<file path="config.mk">
export PLATFORM = sky130hd
export DESIGN_NAME = sflash_map_reader
export DESIGN_NICKNAME = d
export VERILOG_FILES = /design/src/rtl/sfm_pkg.sv /design/src/rtl/sfm_cfg_regs.sv /design/src/rtl/sfm_rx_pack.sv /design/src/rtl/sfm_seq.sv /design/src/rtl/sflash_map_reader.sv
export SDC_FILE = /design/constraint.sdc
export NUM_CORES = 1
export LEC_CHECK = 0
export ABC_AREA = 0
export BUFFER_PORTS_ARGS = -buffer_cell sky130_fd_sc_hd__buf_2
export CAP_MARGIN = 20
export CORE_AREA = 2 2 115 117
export CTS_CLUSTER_SIZE = 40
export DETAILED_ROUTE_END_ITERATION = 6
export DIE_AREA = 0 0 117 119
export PLACE_DENSITY = 0.85
export RECOVER_POWER = 50
export SYNTH_ARGS = -nofsm -noshare
export SYNTH_HDL_FRONTEND = slang
export SYNTH_SLANG_ARGS = --single-unit
</file>
<file path="constraint.sdc">
create_clock -name clk -period 4.5 [get_ports clk]
set_input_delay 0.675 -clock clk [delete_from_list [all_inputs] [get_ports clk]]
set_output_delay 0.675 -clock clk [all_outputs]
set_load 0.02 [all_outputs]
</file>
<file path="src/rtl/sfm_pkg.sv">
package sfm_pkg;

   localparam logic [7:0] SETUP_BASE_OFS = 8'h54;
   localparam logic [7:0] SWITCH_OFS     = 8'h64;
   localparam int         SW_CS_LSB      = 4;
   localparam int         WORD_BYTES     = 4;
   localparam int         TX_W           = 40;
   localparam int         CNT_W          = 6;

   typedef enum logic [2:0] {
      ST_IDLE,
      ST_SEL,
      ST_TX,
      ST_DUM,
      ST_DAT,
      ST_DONE
   } sfm_state_e;

   typedef struct packed {
      logic [1:0] lane;
      logic [1:0] dummy;
      logic [1:0] abm1;
      logic [7:0] opcode;
   } sfm_setup_t;

   function automatic logic [CNT_W-1:0] data_clocks(input logic [1:0] lane);
      case (lane)
         2'd1:    data_clocks = CNT_W'(16);
         2'd3:    data_clocks = CNT_W'(8);
         default: data_clocks = CNT_W'(32);
      endcase
   endfunction

endpackage

</file>
<file path="src/rtl/sfm_cfg_regs.sv">
module sfm_cfg_regs
   import sfm_pkg::*;
#(
   parameter int NUM_CS = 4,
   parameter int CSW    = 2
) (
   input  logic                    clk,
   input  logic                    rst_n,
   input  logic                    cfg_we,
   input  logic [7:0]              cfg_addr,
   input  logic [31:0]             cfg_wdata,
   input  logic                    lock,
   output sfm_setup_t [NUM_CS-1:0] setup_o,
   output logic                    mm_en_o,
   output logic [CSW-1:0]          cs_sel_o
);

   generate
      for (genvar g = 0; g < NUM_CS; g++) begin : g_setup
         localparam logic [7:0] OFS = SETUP_BASE_OFS + 8'(4 * g);
         sfm_setup_t r_q;
         always_ff @(posedge clk or negedge rst_n) begin
            if (!rst_n)
               r_q <= '0;
            else if (cfg_we && cfg_addr == OFS)
               r_q <= cfg_wdata[$bits(sfm_setup_t)-1:0];
         end
         assign setup_o[g] = r_q;
      end
   endgenerate

   always_ff @(posedge clk or negedge rst_n) begin
      if (!rst_n) begin
         mm_en_o  <= 1'b0;
         cs_sel_o <= '0;
      end else if (cfg_we && cfg_addr == SWITCH_OFS && !lock) begin
         mm_en_o  <= cfg_wdata[0];
         cs_sel_o <= cfg_wdata[SW_CS_LSB +: CSW];
      end
   end

endmodule

</file>
<file path="src/rtl/sfm_rx_pack.sv">
module sfm_rx_pack
   import sfm_pkg::*;
(
   input  logic                    clk,
   input  logic                    rst_n,
   input  logic                    clr,
   input  logic                    shift_en,
   input  logic [1:0]              lane,
   input  logic [3:0]              io_i,
   output logic [8*WORD_BYTES-1:0] word_o
);

   localparam int W = 8 * WORD_BYTES;

   logic [W-1:0] sr_q;

   always_ff @(posedge clk or negedge rst_n) begin
      if (!rst_n)
         sr_q <= '0;
      else if (clr)
         sr_q <= '0;
      else if (shift_en) begin
         case (lane)
            2'd3:    sr_q <= {sr_q[W-5:0], io_i};
            2'd1:    sr_q <= {sr_q[W-3:0], io_i[1:0]};
            default: sr_q <= {sr_q[W-2:0], io_i[1]};
         endcase
      end
   end

   // first received byte sits at the top of the shifter; return it in the low byte
   generate
      for (genvar b = 0; b < WORD_BYTES; b++) begin : g_swap
         assign word_o[8*b +: 8] = sr_q[W-1-8*b -: 8];
      end
   endgenerate

endmodule

</file>
<file path="src/rtl/sfm_seq.sv">
module sfm_seq
   import sfm_pkg::*;
#(
   parameter int     NUM_CS    = 4,
   parameter int     CSW       = 2,
   parameter int     ADDR_W    = 24,
   parameter longint WIN_BYTES = 64'd1048576
) (
   input  logic                    clk,
   input  logic                    rst_n,
   input  logic                    mm_rd,
   input  logic [ADDR_W-1:0]       mm_addr,
   input  logic                    mm_en,
   input  logic [CSW-1:0]          cs_sel,
   input  sfm_setup_t [NUM_CS-1:0] setup,
   output logic                    sclk,
   output logic [NUM_CS-1:0]       cs_n,
   output logic [3:0]              io_o,
   output logic [3:0]              io_oe,
   output logic                    rx_clr,
   output logic                    rx_shift,
   output logic [1:0]              rx_lane,
   output logic                    done,
   output logic                    done_err,
   output logic                    busy
);

   localparam logic [ADDR_W:0] WIN_L = (ADDR_W + 1)'(WIN_BYTES);

   sfm_state_e       st_q;
   logic             sclk_q;
   logic [CNT_W-1:0] cnt_q;
   logic [TX_W-1:0]  tx_q;
   logic [1:0]       lane_q;
   logic [1:0]       dum_q;
   logic [CSW-1:0]   cs_q;
   logic             err_q;

   sfm_setup_t  cur;
   logic        out_win;
   logic [31:0] faddr;
   logic [4:0]  sh;
   logic        active;

   assign cur     = setup[cs_sel];
   assign out_win = ({1'b0, mm_addr} >= WIN_L);
   assign faddr   = 32'({mm_addr[ADDR_W-1:2], 2'b00});
   assign sh      = {2'd3 - cur.abm1, 3'b000};

   always_ff @(posedge clk or negedge rst_n) begin
      if (!rst_n) begin
         st_q   <= ST_IDLE;
         sclk_q <= 1'b0;
         cnt_q  <= '0;
         tx_q   <= '0;
         lane_q <= '0;
         dum_q  <= '0;
         cs_q   <= '0;
         err_q  <= 1'b0;
      end else begin
         case (st_q)
            ST_IDLE: begin
               if (mm_rd) begin
                  if (!mm_en || out_win) begin
                     st_q  <= ST_DONE;
                     err_q <= 1'b1;
                  end else begin
                     st_q   <= ST_SEL;
                     err_q  <= 1'b0;
                     cs_q   <= cs_sel;
                     lane_q <= cur.lane;
                     dum_q  <= cur.dummy;
                     tx_q   <= {cur.opcode, faddr << sh};
                     cnt_q  <= {3'(cur.abm1) + 3'd2, 3'b000};
                  end
               end
            end
            ST_SEL: st_q <= ST_TX;
            ST_TX, ST_DUM, ST_DAT: begin
               if (!sclk_q) begin
                  sclk_q <= 1'b1;
               end else begin
                  sclk_q <= 1'b0;
                  if (st_q == ST_TX)
                     tx_q <= tx_q << 1;
                  if (cnt_q == CNT_W'(1)) begin
                     if (st_q == ST_TX && dum_q != 2'd0) begin
                        st_q  <= ST_DUM;
                        cnt_q <= {1'b0, dum_q, 3'b000};
                     end else if (st_q == ST_DAT) begin
                        st_q <= ST_DONE;
                     end else begin
                        st_q  <= ST_DAT;
                        cnt_q <= data_clocks(lane_q);
                     end
                  end else begin
                     cnt_q <= cnt_q - CNT_W'(1);
                  end
               end
            end
            ST_DONE: st_q <= ST_IDLE;
            default: st_q <= ST_IDLE;
         endcase
      end
   end

   assign active = (st_q == ST_SEL) || (st_q == ST_TX) ||
                   (st_q == ST_DUM) || (st_q == ST_DAT);

   generate
      for (genvar g = 0; g < NUM_CS; g++) begin : g_cs
         assign cs_n[g] = !(active && cs_q == CSW'(g));
      end
   endgenerate

   assign sclk     = sclk_q;
   assign io_o     = {3'b000, tx_q[TX_W-1]};
   assign io_oe    = {3'b000, (st_q == ST_SEL) || (st_q == ST_TX)};
   assign rx_clr   = (st_q == ST_SEL);
   assign rx_shift = (st_q == ST_DAT) && !sclk_q;
   assign rx_lane  = lane_q;
   assign done     = (st_q == ST_DONE);
   assign done_err = err_q;
   assign busy     = (st_q != ST_IDLE);

endmodule

</file>
<file path="src/rtl/sflash_map_reader.sv">
module sflash_map_reader
   import sfm_pkg::*;
#(
   parameter int     NUM_CS    = 4,
   parameter int     ADDR_W    = 24,
   parameter longint WIN_BYTES = 64'd1048576
) (
   input  logic              clk,
   input  logic              rst_n,
   input  logic              cfg_we,
   input  logic [7:0]        cfg_addr,
   input  logic [31:0]       cfg_wdata,
   input  logic              mm_rd,
   input  logic [ADDR_W-1:0] mm_addr,
   output logic [31:0]       mm_rdata,
   output logic              mm_ready,
   output logic              mm_err,
   output logic              cmd_blocked,
   output logic              sclk,
   output logic [NUM_CS-1:0] cs_n,
   output logic [3:0]        io_o,
   output logic [3:0]        io_oe,
   input  logic [3:0]        io_i
);

   localparam int CSW = $clog2(NUM_CS);

   generate
      if (!(NUM_CS == 2 || NUM_CS == 4)) begin : g_bad_cs
         $error("NUM_CS must be 2 or 4");
      end
      if (ADDR_W < 3 || ADDR_W > 32) begin : g_bad_aw
         $error("ADDR_W must be within 3..32");
      end
      if (WIN_BYTES <= 0 || (WIN_BYTES % 4) != 0 || WIN_BYTES > (64'd1 << ADDR_W)) begin : g_bad_win
         $error("WIN_BYTES must be a positive multiple of 4 within the address range");
      end
   endgenerate

   sfm_setup_t [NUM_CS-1:0] setup;
   logic                    mm_en;
   logic [CSW-1:0]          cs_sel;
   logic                    busy;
   logic                    rx_clr;
   logic                    rx_shift;
   logic [1:0]              rx_lane;
   logic                    done;
   logic                    done_err;
   logic [31:0]             word;

   sfm_cfg_regs #(.NUM_CS(NUM_CS), .CSW(CSW)) u_regs (
      .clk       (clk),
      .rst_n     (rst_n),
      .cfg_we    (cfg_we),
      .cfg_addr  (cfg_addr),
      .cfg_wdata (cfg_wdata),
      .lock      (busy || mm_rd),
      .setup_o   (setup),
      .mm_en_o   (mm_en),
      .cs_sel_o  (cs_sel)
   );

   sfm_seq #(.NUM_CS(NUM_CS), .CSW(CSW), .ADDR_W(ADDR_W), .WIN_BYTES(WIN_BYTES)) u_seq (
      .clk      (clk),
      .rst_n    (rst_n),
      .mm_rd    (mm_rd),
      .mm_addr  (mm_addr),
      .mm_en    (mm_en),
      .cs_sel   (cs_sel),
      .setup    (setup),
      .sclk     (sclk),
      .cs_n     (cs_n),
      .io_o     (io_o),
      .io_oe    (io_oe),
      .rx_clr   (rx_clr),
      .rx_shift (rx_shift),
      .rx_lane  (rx_lane),
      .done     (done),
      .done_err (done_err),
      .busy     (busy)
   );

   sfm_rx_pack u_rx (
      .clk      (clk),
      .rst_n    (rst_n),
      .clr      (rx_clr),
      .shift_en (rx_shift),
      .lane     (rx_lane),
      .io_i     (io_i),
      .word_o   (word)
   );

   assign mm_ready    = done;
   assign mm_err      = done && done_err;
   assign mm_rdata    = (done && !done_err) ? word : 32'd0;
   assign cmd_blocked = mm_en;

endmodule

</file>
==> results by group, run 1 <==
Power
  • Cell leakage power: 4.27 nW
  • Worst vdd ir: 0.000235 V
  • PwrDens: 342 mW/mm^2
  • Final Power: 3.03 mW

Clocking
  • H-tree Lvls: 4
  • CTS clk-pin slew, worst paths: 60 ps
  • Post-CTS setup buffers: 0
  • Clock root buffer master: clkbuf_16
  • Worst skew pair latency: 430 ps
  • Post-cts resize count: 0
  • Post-CTS Hold Buffers: 0
  • CTS sink cnt: roughly 150
  • CTS tree: built
  • Num CTS Buffers: 17
  • Clock buffer depth: 2

Floorplanning
  • # IOs: 120
  • Die Height: ~120 um
  • Core Footprint: 0.0129 sq mm
  • DIE WIDTH: 117 um
  • Starting Density: around 60%
  • Rows: 42
  • Die area: 0.0139 sq mm

Synth
  • Distinct cells, synth: between 60 and 70
  • Flops & latches, synth: 146
  • Yosys warnings: 0
  • Post-synthesis sequential area ratio: 47.0%
  • Top_reg_cell synth: dfrtp_1
  • Ys async rst share: 100%
  • Mapped Area: roughly 0.0078 sq mm
  • Syn Inst Count: around 750
  • EDFF count, synth: 0
  • Syn_area_per_cell: around 10 sq um

Drt
  • Detail Route Antenna Nets: 0
  • Via count: between 6000 and 7000
  • Pre-Repair DR Iteration Count: 5
  • Wire per inst: ~18 um
  • Initial DRC Count: roughly 460
  • Final WL: 17.7 mm
  • Drc violations: 0
  • Vias per inst: 6.05

Worst hold path
  • Hold depth: 2
  • Min-delay worst type: flip-flop to flip-flop

Worst setup path
  • Worst path cell trace: inv_1 > nor2_1 > and2_1 > and3_1 > buf_2
  • Startpoint Class: flip-flop
  • Crit path largest cell delay: about 730 ps
  • Worst Setup End Kind: primary output
  • Worst path slowest cell: and2_1
  • Crit Path Class: flip-flop to primary output
  • R2R cell count: 6
  • Arr. time, crit path: ~2700 ps
  • Crit path max fanout: 33
  • Critical Path RT: 3830 ps

Placed design
  • Placed Cells: 966
  • Place WS: 1690 ps
  • Dpl hpwl: 11.6 mm
  • Placement Cell Area: 0.00818 sq mm
  • GP Congestion: 0.824
  • Port bufs: 93

Layout
  • Layout area overhead: 13.7%
  • Nets@finish: 885
  • Final Non-Filler Cells: 1000
  • Post-route cell area: 0.00884 sq mm
  • Fill count: 907
  • Most common cell after layout, fill and taps aside: dfrtp_1
  • Commonest non-fill, non-tap cells in the layout: dfrtp_1 (146), buf_2 (90), nand2_1 (84)
  • Share of cells above drive strength 1: 27.7%
  • Ant diodes: 0
  • Post-Route Utilization: 68.7%

Flow run
  • Max Cap Violations: 0

Timing
  • Final hold slack: 485 ps
  • Final worst slack: 1150 ps
  • Sum of negative setup slack: 0 ps
  • Unrepaired setup endpoints after global routing: no
  • Minimum clock period: between 3000 and 4000 ps
  • Tightest Pin Transition: 1340 ps
  • Crit share post-route: roughly three quarters
  • # setup viols final: 0
  • Slew Limit Fails: 0
  • Slew margin rel.: 10.5%
  • Worst clock skew: 10.4 ps
  • Fmax: 299 MHz
  • Hold Violations, Final: 0

Global route
  • Largest net degree at the start of global routing: 113
  • Vias in the first global route: roughly 5900
  • GRT Total Usage: roughly a quarter
  • Initial antenna violation count: 1
  • Grt ovf: 0
  • First-pass GRT wire length: 29.2 mm

Outcome
  • Outcome: finished clean
## critical path, delay by kind of cell, from the launching register on
kind                   cells  cell delay (ps)
AND/OR/NAND/NOR            3             1220
flip-flops                 1              630
buffers and inverters      2              390
## sequential cells by signal (all words and copies together), names as in the netlist
name,flops
u_regs.cs_sel_o,2
u_regs.mm_en_o,1
u_regs.setup_o,56
u_rx.sr_q,32
u_seq.cnt_q,6
u_seq.cs_q,2
u_seq.done_err,1
u_seq.dum_q,2
u_seq.rx_lane,2
u_seq.sclk,1
u_seq.st_q,3
u_seq.tx_q,38
## layout make-up
type / instances / area (sq um) / area share, %
clock buffers: 19 / 453 / 5.12
clock inverters: 13 / 173 / 1.95
inverters: 6 / 22.5 / 0.255
multi-input cells: 539 / 3770 / 42.6
flip-flops and latches: 146 / 3650 / 41.3
well taps: 176 / 220 / 2.49
repair buffers: 101 / 551 / 6.23
## final timing paths
path | start | endpoint | slack, ps
setup / recovery | u_seq.st_q[2] | mm_rdata[0] | 1150
hold / removal | u_seq.tx_q[18] | u_seq.tx_q[18] | 480
setup reg to reg | u_regs.cs_sel_o[0] | u_seq.tx_q[4] | 1710
hold reg to reg | u_seq.tx_q[18] | u_seq.tx_q[18] | 480
max in group asynchronous | rst_n | u_regs.setup_o[6] | 2440
min in group asynchronous | rst_n | u_regs.setup_o[49] | 530
## power breakdown
part           switching, mW  internal [mW]
clock                  0.576          0.910
combinational         0.0880         0.0690
sequential            0.0315           1.35
## cell usage after synthesis (3+ instances only)
master    instances  area, sq um
nor4b_1           3         26.3
a221oi_1          9         78.8
mux2_2           64          721
nor2_1           82          308
inv_1             5         18.8
mux4_2           13          293
mux2_1            4         45.0
and3_1           35          219
nand3_1           5         25.0
buf_4             8         60.1
buf_2             9         45.0
o21ai_0          43          215
buf_1             5         18.8
mux2i_1          41          410
a221oi_2          8          120
nor3_1            5         25.0
clkbuf_1         35          131
o21ai_1          23          115
nand2b_1          6         37.5
a21oi_1          51          255
xnor2_1           4         35.0
nand2_1          84          315
a31oi_1           9         56.3
dfrtp_1         146         3650
buf_6             7         78.8
## routing by layer
layer	GRT usage (%)	share of wire (%)	vias to the layer above	wire (um)
met5	0	0.062	-	11
met4	10.5	2.5	2	451
met3	5.95	4.4	38	785
met2	42.0	50	189	8790
met1	36.0	43	3031	7690
li1	-	-	2791	-
## cell families (layout without fill, tap and decap cells)
family | count (synthesis) | count (layout) | synth area share [%]
AOI/OAI and AO/OA | 161 | 161 | 13.2
xor gates and xnor gates | 4 | 4 | 0.451
adders and majority gates | 2 | 2 | 0.322
buffers and inverters | 71 | 139 | 4.78
DFF | 146 | 146 | 47.0
muxes | 125 | 125 | 19.6
other | 1 | 6 | 0.0482
and+or+nand+nor | 241 | 241 | 14.6
No activity file was read; power rests on OpenSTA's default activity.
==> run 2: changes to the inputs <==
ABC_AREA = 1   (was 0)
CORE_AREA = 2 2 120 122   (was 2 2 115 117)
DIE_AREA = 0 0 122 124   (was 0 0 117 119)
PLACE_DENSITY = 0.79   (was 0.85)
clock period = 3.3 ns   (was 4.5 ns; I/O delays follow)
==> results by group, run 2 <==
Layout
  • Share of cells above drive strength 1: 12.8% (-15 points)
  • Post-route cell area: 0.00879 sq mm (-0.55%)
  • Commonest non-fill, non-tap cells in the layout: nand2_1 (386), dfrtp_1 (146), inv_1 (102)
  • Fill count: 1241 (+37%)
  • Layout area overhead: 13.6%
  • Final Non-Filler Cells: 1326 (+33%)
  • Most common cell after layout, fill and taps aside: nand2_1
  • Post-Route Utilization: 64.1% (-4.6 points)
  • Nets@finish: 1206 (+36%)
  • Max FFs per register: 56 (unchanged)

Worst hold path
  • Hold depth: 3 (+1)
  • Min-delay worst type: primary input to flip-flop

Global route
  • Initial antenna violation count: 1 (unchanged)
  • GRT Total Usage: 25.5% (-1.1 points)
  • First-pass GRT wire length: 30.6 mm (+4.8%)
  • Largest net degree at the start of global routing: 88 (-22%)
  • Vias in the first global route: 6500 (+10%)
  • Grt ovf: 0 (unchanged)

Worst setup path
  • Worst path slowest cell: nand2_1
  • Critical Path RT: 2800 ps (-1030 ps)
  • Worst Setup End Kind: primary output
  • Arr. time, crit path: 2150 ps (-520 ps)
  • Worst path cell trace: inv_1 > nand2_1 > nor2_1 > nand2_1 > nor2_1 > buf_2
  • Crit path max fanout: 32 (-3.0%)
  • R2R cell count: 7 (+1)
  • Crit Path Class: flip-flop to primary output
  • Crit path largest cell delay: 540 ps (-190 ps)
  • Startpoint Class: flip-flop

Drt
  • Via count: 7124 (+18%)
  • Detail Route Antenna Nets: 0 (unchanged)
  • Wire length on met3: 1.10 mm (+40%)
  • Pre-Repair DR Iteration Count: 6 (+1)
  • Vias per inst: 5.37 (-11%)
  • Routed met2 length: 8.79 mm (about the same)
  • Initial DRC Count: 607 (+33%)
  • Wire per inst: 13.8 um (-22%)
  • Final WL: 18.3 mm (+3.4%)
  • Met1 wire length: 8.09 mm (+5.2%)
  • Drc violations: 0 (unchanged)
  • Highest routed layer: met4

Timing
  • Fmax: 379 MHz
  • Hold Violations, Final: 0 (unchanged)
  • Sum of negative setup slack: 0 ps (unchanged)
  • Slew margin rel.: -31.2% (-42 points)
  • # setup viols final: 0 (unchanged)
  • Tightest Pin Transition: 1970 ps (+626 ps)
  • Final worst slack: 659 ps (-495 ps)
  • Worst clock skew: 6.48 ps (-3.96 ps)
  • Final hold slack: 369 ps (-115 ps)
  • Unrepaired setup endpoints after global routing: no
  • Slew Limit Fails: 35 (+35)
  • Minimum clock period: 2640 ps
  • Crit share post-route: 80.0%

Synth
  • Most frequent cells after synthesis: nand2_1 (386), dfrtp_1 (146), inv_1 (102), o21ai_0 (96), nor2_1 (87)
  • Top_reg_cell synth: dfrtp_1
  • Ys async rst share: 100% (unchanged)
  • Area share of the largest cell type after synthesis: 47.2% (+0.21 points)
  • Distinct cells, synth: 30 (-52%)
  • Cell with the most instances after synthesis: nand2_1
  • Largest cells by area after synthesis: dfrtp_1 (47%), nand2_1 (19%), o21ai_0 (6.2%), inv_1 (4.9%), nand3_1 (4.6%)
  • Flops & latches, synth: 146 (unchanged)
  • Syn_area_per_cell: 7.27 sq um (-30%)
  • EDFF count, synth: 0 (unchanged)
  • Mapped Area: 0.00774 sq mm (-0.45%)
  • Post-synthesis sequential area ratio: 47.2% (+0.21 points)
  • Post-synth top area cell: dfrtp_1
  • Syn Inst Count: 1064 (+42%)
  • Yosys warnings: 0 (unchanged)

Outcome
  • Outcome: complete, but fails checks
  • Failing checks: max-capacitance violations, max-slew violations

Placed design
  • Placement Cell Area: 0.00826 sq mm (+0.92%)
  • Dpl hpwl: 11.8 mm (+1.6%)
  • Port bufs: 93 (unchanged)
  • GP Congestion: 0.878 (+6.5%)
  • Placed Cells: 1292 (+34%)
  • Place WS: 1030 ps (-662 ps)

Floorplanning
  • DIE WIDTH: 122 um (+4.3%)
  • Starting Density: 56.4% (-4.0 points)
  • Rows: 43 (+2.4%)
  • Die Height: 124 um (+4.2%)
  • Core Footprint: 0.0137 sq mm (+6.6%)
  • Die area: 0.0151 sq mm (+8.7%)
  • # IOs: 120 (unchanged)

Clocking
  • CTS sink cnt: 146 (unchanged)
  • Num CTS Buffers: 17 (unchanged)
  • Clock buffer depth: 2 (unchanged)
  • Post-CTS setup buffers: 0 (unchanged)
  • CTS tree: built
  • Worst skew pair latency: 430 ps (about the same)
  • Post-cts resize count: 0 (unchanged)
  • Clock root buffer master: clkbuf_16
  • H-tree Lvls: 4 (unchanged)
  • CTS clk-pin slew, worst paths: 60 ps (about the same)

Power
  • Cell leakage power: 4.42 nW (+3.5%)
  • PwrDens: 701 mW/mm^2 (+100%)
  • Worst vdd ir: 0.000476 V (+100%)
  • Final Power: 6.17 mW (+100%)

Flow run
  • Max Cap Violations: 1 (+1)
[run 2: cell count changes after synthesis, sizes merged, moves of 41 or more]
cell,before,now
a21oi,51,8
inv,6,110
mux2,70,0
mux2i,41,0
nand2,84,389
nand3,5,73
[run 2: final timing paths]
check                                     endpoint          start  slack, ps
worst max-delay path                  mm_rdata[17]  u_seq.st_q[1]        660
worst min-delay path             u_regs.setup_o[3]   cfg_wdata[3]        370
worst max register to register       u_rx.sr_q[29]  u_seq.st_q[0]        910
worst min register to register       u_seq.tx_q[6]  u_seq.tx_q[6]        470
max in group asynchronous           u_seq.tx_q[29]          rst_n        870
min in group asynchronous       u_regs.setup_o[11]          rst_n       1160
[run 2: timing repair]
action,CTS,global route
endpoints found under the setup margin,0,0
endpoints found under the hold margin,33,0
hold buffers,1,0
[run 2: worst max-delay path: cells and delay by family (launching register included)]
kind / cells / cell delay, ps
flops: 1 / 400
buf+inv: 2 / 290
simple gates: 4 / 1030
[run 2: final cells by class]
class	count	area (sq um)	share of cell area, %
repair buffers	106	569	6.48
clock buffers	21	450	5.12
multi-input cells	751	3370	38.3
well taps	180	225	2.56
diodes	1	2.50	0.0285
flip-flops and latches	146	3650	41.6
clock inverters	11	106	1.21
inverters	110	413	4.70
[run 2: per-layer routing]
metal	global-route usage (%)	vias to the layer above
met4	8.62	0
met5	0	-
met1	34.3	3302
met3	6.41	34
li1	-	3554
met2	40.7	234
[run 2: report_power, final]
group	switching, mW	internal (mW)	total, mW	leakage (nW)
Clock	0.760	1.06	1.82	0.264
Sequential	0.219	2.11	2.33	1.97
Combinational	1.44	0.581	2.02	2.19
Total	2.42	3.75	6.17	4.42
[run 2: logic make-up after synthesis]
family,synth area share [%]
XOR/XNOR,0.226
flip-flops,47.2
AO/OA/AOI/OAI,13.7
other,0.0485
AND/OR/NAND/NOR,29.3
adder cells (fa/ha/maj),0.323
buffers and inverters,9.23
==> run 3: changes to the inputs <==
CORE_AREA = 2 2 125 127   (was 2 2 120 122)
DIE_AREA = 0 0 127 129   (was 0 0 122 124)
PLACE_DENSITY = 0.76   (was 0.79)
clock period = 2.14 ns   (was 3.3 ns; I/O delays follow)
==> results by group, run 3 (synthesis gave the netlist of run 2 again) <==
Clocking
  • Clock root buffer master: clkbuf_16
  • CTS clk-pin slew, worst paths: 60 ps (about the same)
  • CTS tree: built
  • Worst skew pair latency: 430 ps (about the same)
  • Num CTS Buffers: 17 (unchanged)
  • Clock buffer depth: 2 (unchanged)
  • CTS sink cnt: 146 (unchanged)
  • H-tree Lvls: 4 (unchanged)

Drt
  • Drc violations: 0 (unchanged)
  • Detail Route Antenna Nets: 0 (unchanged)
  • Final WL: 18.8 mm (+2.7%)
  • Initial DRC Count: 645 (+6.3%)
  • Vias per inst: 5.32 (-0.93%)
  • Pre-Repair DR Iteration Count: 5 (-1)
  • Wire per inst: 13.9 um (+0.33%)
  • Via count: 7223 (+1.4%)

Floorplanning
  • Starting Density: 51.7% (-4.7 points)
  • DIE WIDTH: 127 um (+4.1%)
  • Die Height: 129 um (+4.0%)
  • # IOs: 120 (unchanged)
  • Die area: 0.0164 sq mm (+8.3%)
  • Rows: 45 (+4.7%)
  • Core Footprint: 0.0150 sq mm (+9.2%)

Power
  • Int Pwr: 6.13 mW (+64%)
  • Reg power frac: 36.2% (-1.5 points)
  • Worst vdd ir: 0.000961 V (+100%)
  • PwrDens: 1100 mW/mm^2 (+56%)
  • Psw: 3.81 mW (+58%)
  • Comb power frac: 33.6% (+0.8 points)
  • Sw frac: 38.3% (-0.89 points)
  • Cell leakage power: 4.58 nW (+3.6%)
  • Clock power frac: 30.2% (+0.7 points)

Worst hold path
  • Min-delay worst type: primary input to flip-flop
  • Hold depth: 3 (unchanged)
  • Hold path endpoint: u_regs.setup_o[26]
  • HP Start: cfg_wdata[12]

Placed design
  • Dpl hpwl: 12.6 mm (+7.0%)
  • GP Congestion: 0.857 (-2.4%)
  • Place WS: 172 ps (-860 ps)
  • Placed Cells: 1320 (+2.2%)
  • Port bufs: 93 (unchanged)

Flow run
  • Max Cap Violations: 0 (-1)

Timing
  • Slew Limit Fails: 0 (-100%)
  • Worst clock skew: 10.2 ps (+3.70 ps)
  • Final worst slack: 96.7 ps (-562 ps)
  • Crit share post-route: 95.5%
  • Hold Violations, Final: 0 (unchanged)
  • Tightest Pin Transition: 1260 ps (-712 ps)
  • Minimum clock period: 2040 ps
  • Sum of negative setup slack: 0 ps (unchanged)
  • Slew margin rel.: 16.3% (+47 points)
  • Fmax: about 500 MHz
  • # setup viols final: 0 (unchanged)

Worst setup path
  • Worst Setup End Kind: primary output
  • Crit path max fanout: 32 (unchanged)
  • Worst path cell trace: inv_1 > nand2_1 > nor2_2 > nand2_1 > buf_8 > nor2_1 > buf_4
  • Startpoint Class: flip-flop
  • Crit path buffers/inverters: 3 (+1)
  • Worst reg2reg setup slack: 270 ps (-640 ps)
  • Worst flop-to-flop path endpoint: u_seq.tx_q[31]
  • R2R Path Start: u_seq.st_q[2]
  • R2R cell count: 11 (+4)
  • Arr. time, crit path: 1720 ps (-430 ps)
  • Crit Path Class: flip-flop to primary output
  • Cell seen most often among critical-path stages: nand2_1
  • Crit-path leading delay family: simple AND/OR/NAND/NOR gates
  • Critical Path RT: 1820 ps (-980 ps)
  • Crit path largest cell delay: 410 ps (-130 ps)
  • Worst path slowest cell: dfrtp_1

Outcome
  • Outcome: finished clean

Global route
  • Grt ovf: 0 (unchanged)
  • Largest net degree at the start of global routing: 49 (-44%)
  • First-pass GRT wire length: 31.6 mm (+3.5%)
  • Vias in the first global route: 6688 (+2.9%)
  • Initial antenna violation count: 0 (-1)
  • GRT Total Usage: 24.0% (-1.5 points)

Layout
  • Ant diodes: 0 (-1)
  • Nets@finish: 1230 (+2.0%)
  • Commonest non-fill, non-tap cells in the layout: nand2_1 (385), dfrtp_1 (145), inv_1 (102)
  • Layout area overhead: 17.2%
  • Max FFs per register: 56 (unchanged)
  • Share of cells above drive strength 1: 15.6% (+2.8 points)
  • Fill count: 1369 (+10%)
  • Final Non-Filler Cells: 1357 (+2.3%)
  • Post-Route Utilization: 60.6% (-3.5 points)
  • Most common cell after layout, fill and taps aside: nand2_1
[run 3: cell types whose count changed in the layout (fill, tap and decap cells not counted), sizes merged]
| cell | before | now |
|---|---|---|
| buf | 100 | 124 |
| bufinv | 1 | 2 |
| clkbuf | 26 | 24 |
| clkinvlp | 3 | 1 |
| diode | 1 | 0 |
| inv | 112 | 115 |
[run 3: layout make-up]
type | count | area, sq um | area share, %
multi-input cells | 751 | 3390 | 37.4
flip-flops and latches | 146 | 3650 | 40.3
well taps | 188 | 235 | 2.59
repair buffers | 130 | 769 | 8.49
inverters | 110 | 415 | 4.58
clock buffers | 19 | 453 | 4.99
clock inverters | 13 | 148 | 1.63
[run 3: worst register-to-register path: stages, from the launching register on]
cell     delay (ps)
dfrtp_1         380
inv_2            70
nand2_1         150
nand2_4         100
buf_4           150
buf_4           170
nor2_1          270
buf_4           210
nand2_1          70
nand3_1         110
nand2_1          60
nand2_1          70
[run 3: power by group through the flow]
stage / logic [mW] / clock network, mW / registers [mW]
2_1_floorplan: 2.47 / 0 / 3.53
3_3_place_gp: 3.17 / 0 / 3.61
3_5_place_dp: 3.24 / 0 / 3.62
4_1_cts: 3.28 / 3.04 / 3.58
5_1_grt: 3.77 / 3.18 / 3.65
6_report: 3.34 / 3.00 / 3.60
[run 3: how the worst max path moves through the flow]
stage | startpoint | to | slack, ps | depth (start not counted)
6_report | u_seq.st_q[1] | mm_rdata[8] | 100 | 7
4_1_cts | u_seq.st_q[0] | cs_n[2] | 40 | 7
3_3_place_gp | u_seq.st_q[0] | u_seq.tx_q[19] | 180 | 11
5_1_grt | u_seq.st_q[2] | cs_n[1] | -6 | 7
2_1_floorplan | u_seq.st_q[1] | mm_rdata[10] | 280 | 6
3_5_place_dp | u_seq.st_q[0] | u_seq.tx_q[2] | 170 | 11
[run 3: repair_timing]
item | 4_1_cts | 5_1_grt
pin swaps | 0 | 3
setup buffers | 0 | 4
hold buffers | 1 | 0
hold endpoints to repair | 45 | 0
endpoints found under the setup margin | 14 | 16
resized for setup | 5 | 7
[run 3: metrics by stage]
step	instance area [sq um]	hold WS [ps]	total power [mW]
detailed placement	8430	299	6.85
global route	9070	210	10.6
CTS	9050	188	9.90
global placement	8430	297	6.78
floorplan	7760	25.4	6.00
finish	9070	198	9.94
[run 3: per-layer routing]
metal	track usage [%]	vias up	part of all wire, %
met3	5.20	37	4.8
met4	9.37	0	2.4
met5	0	-	0
met2	38.9	212	49
li1	-	3601	-
met1	32.0	3373	44
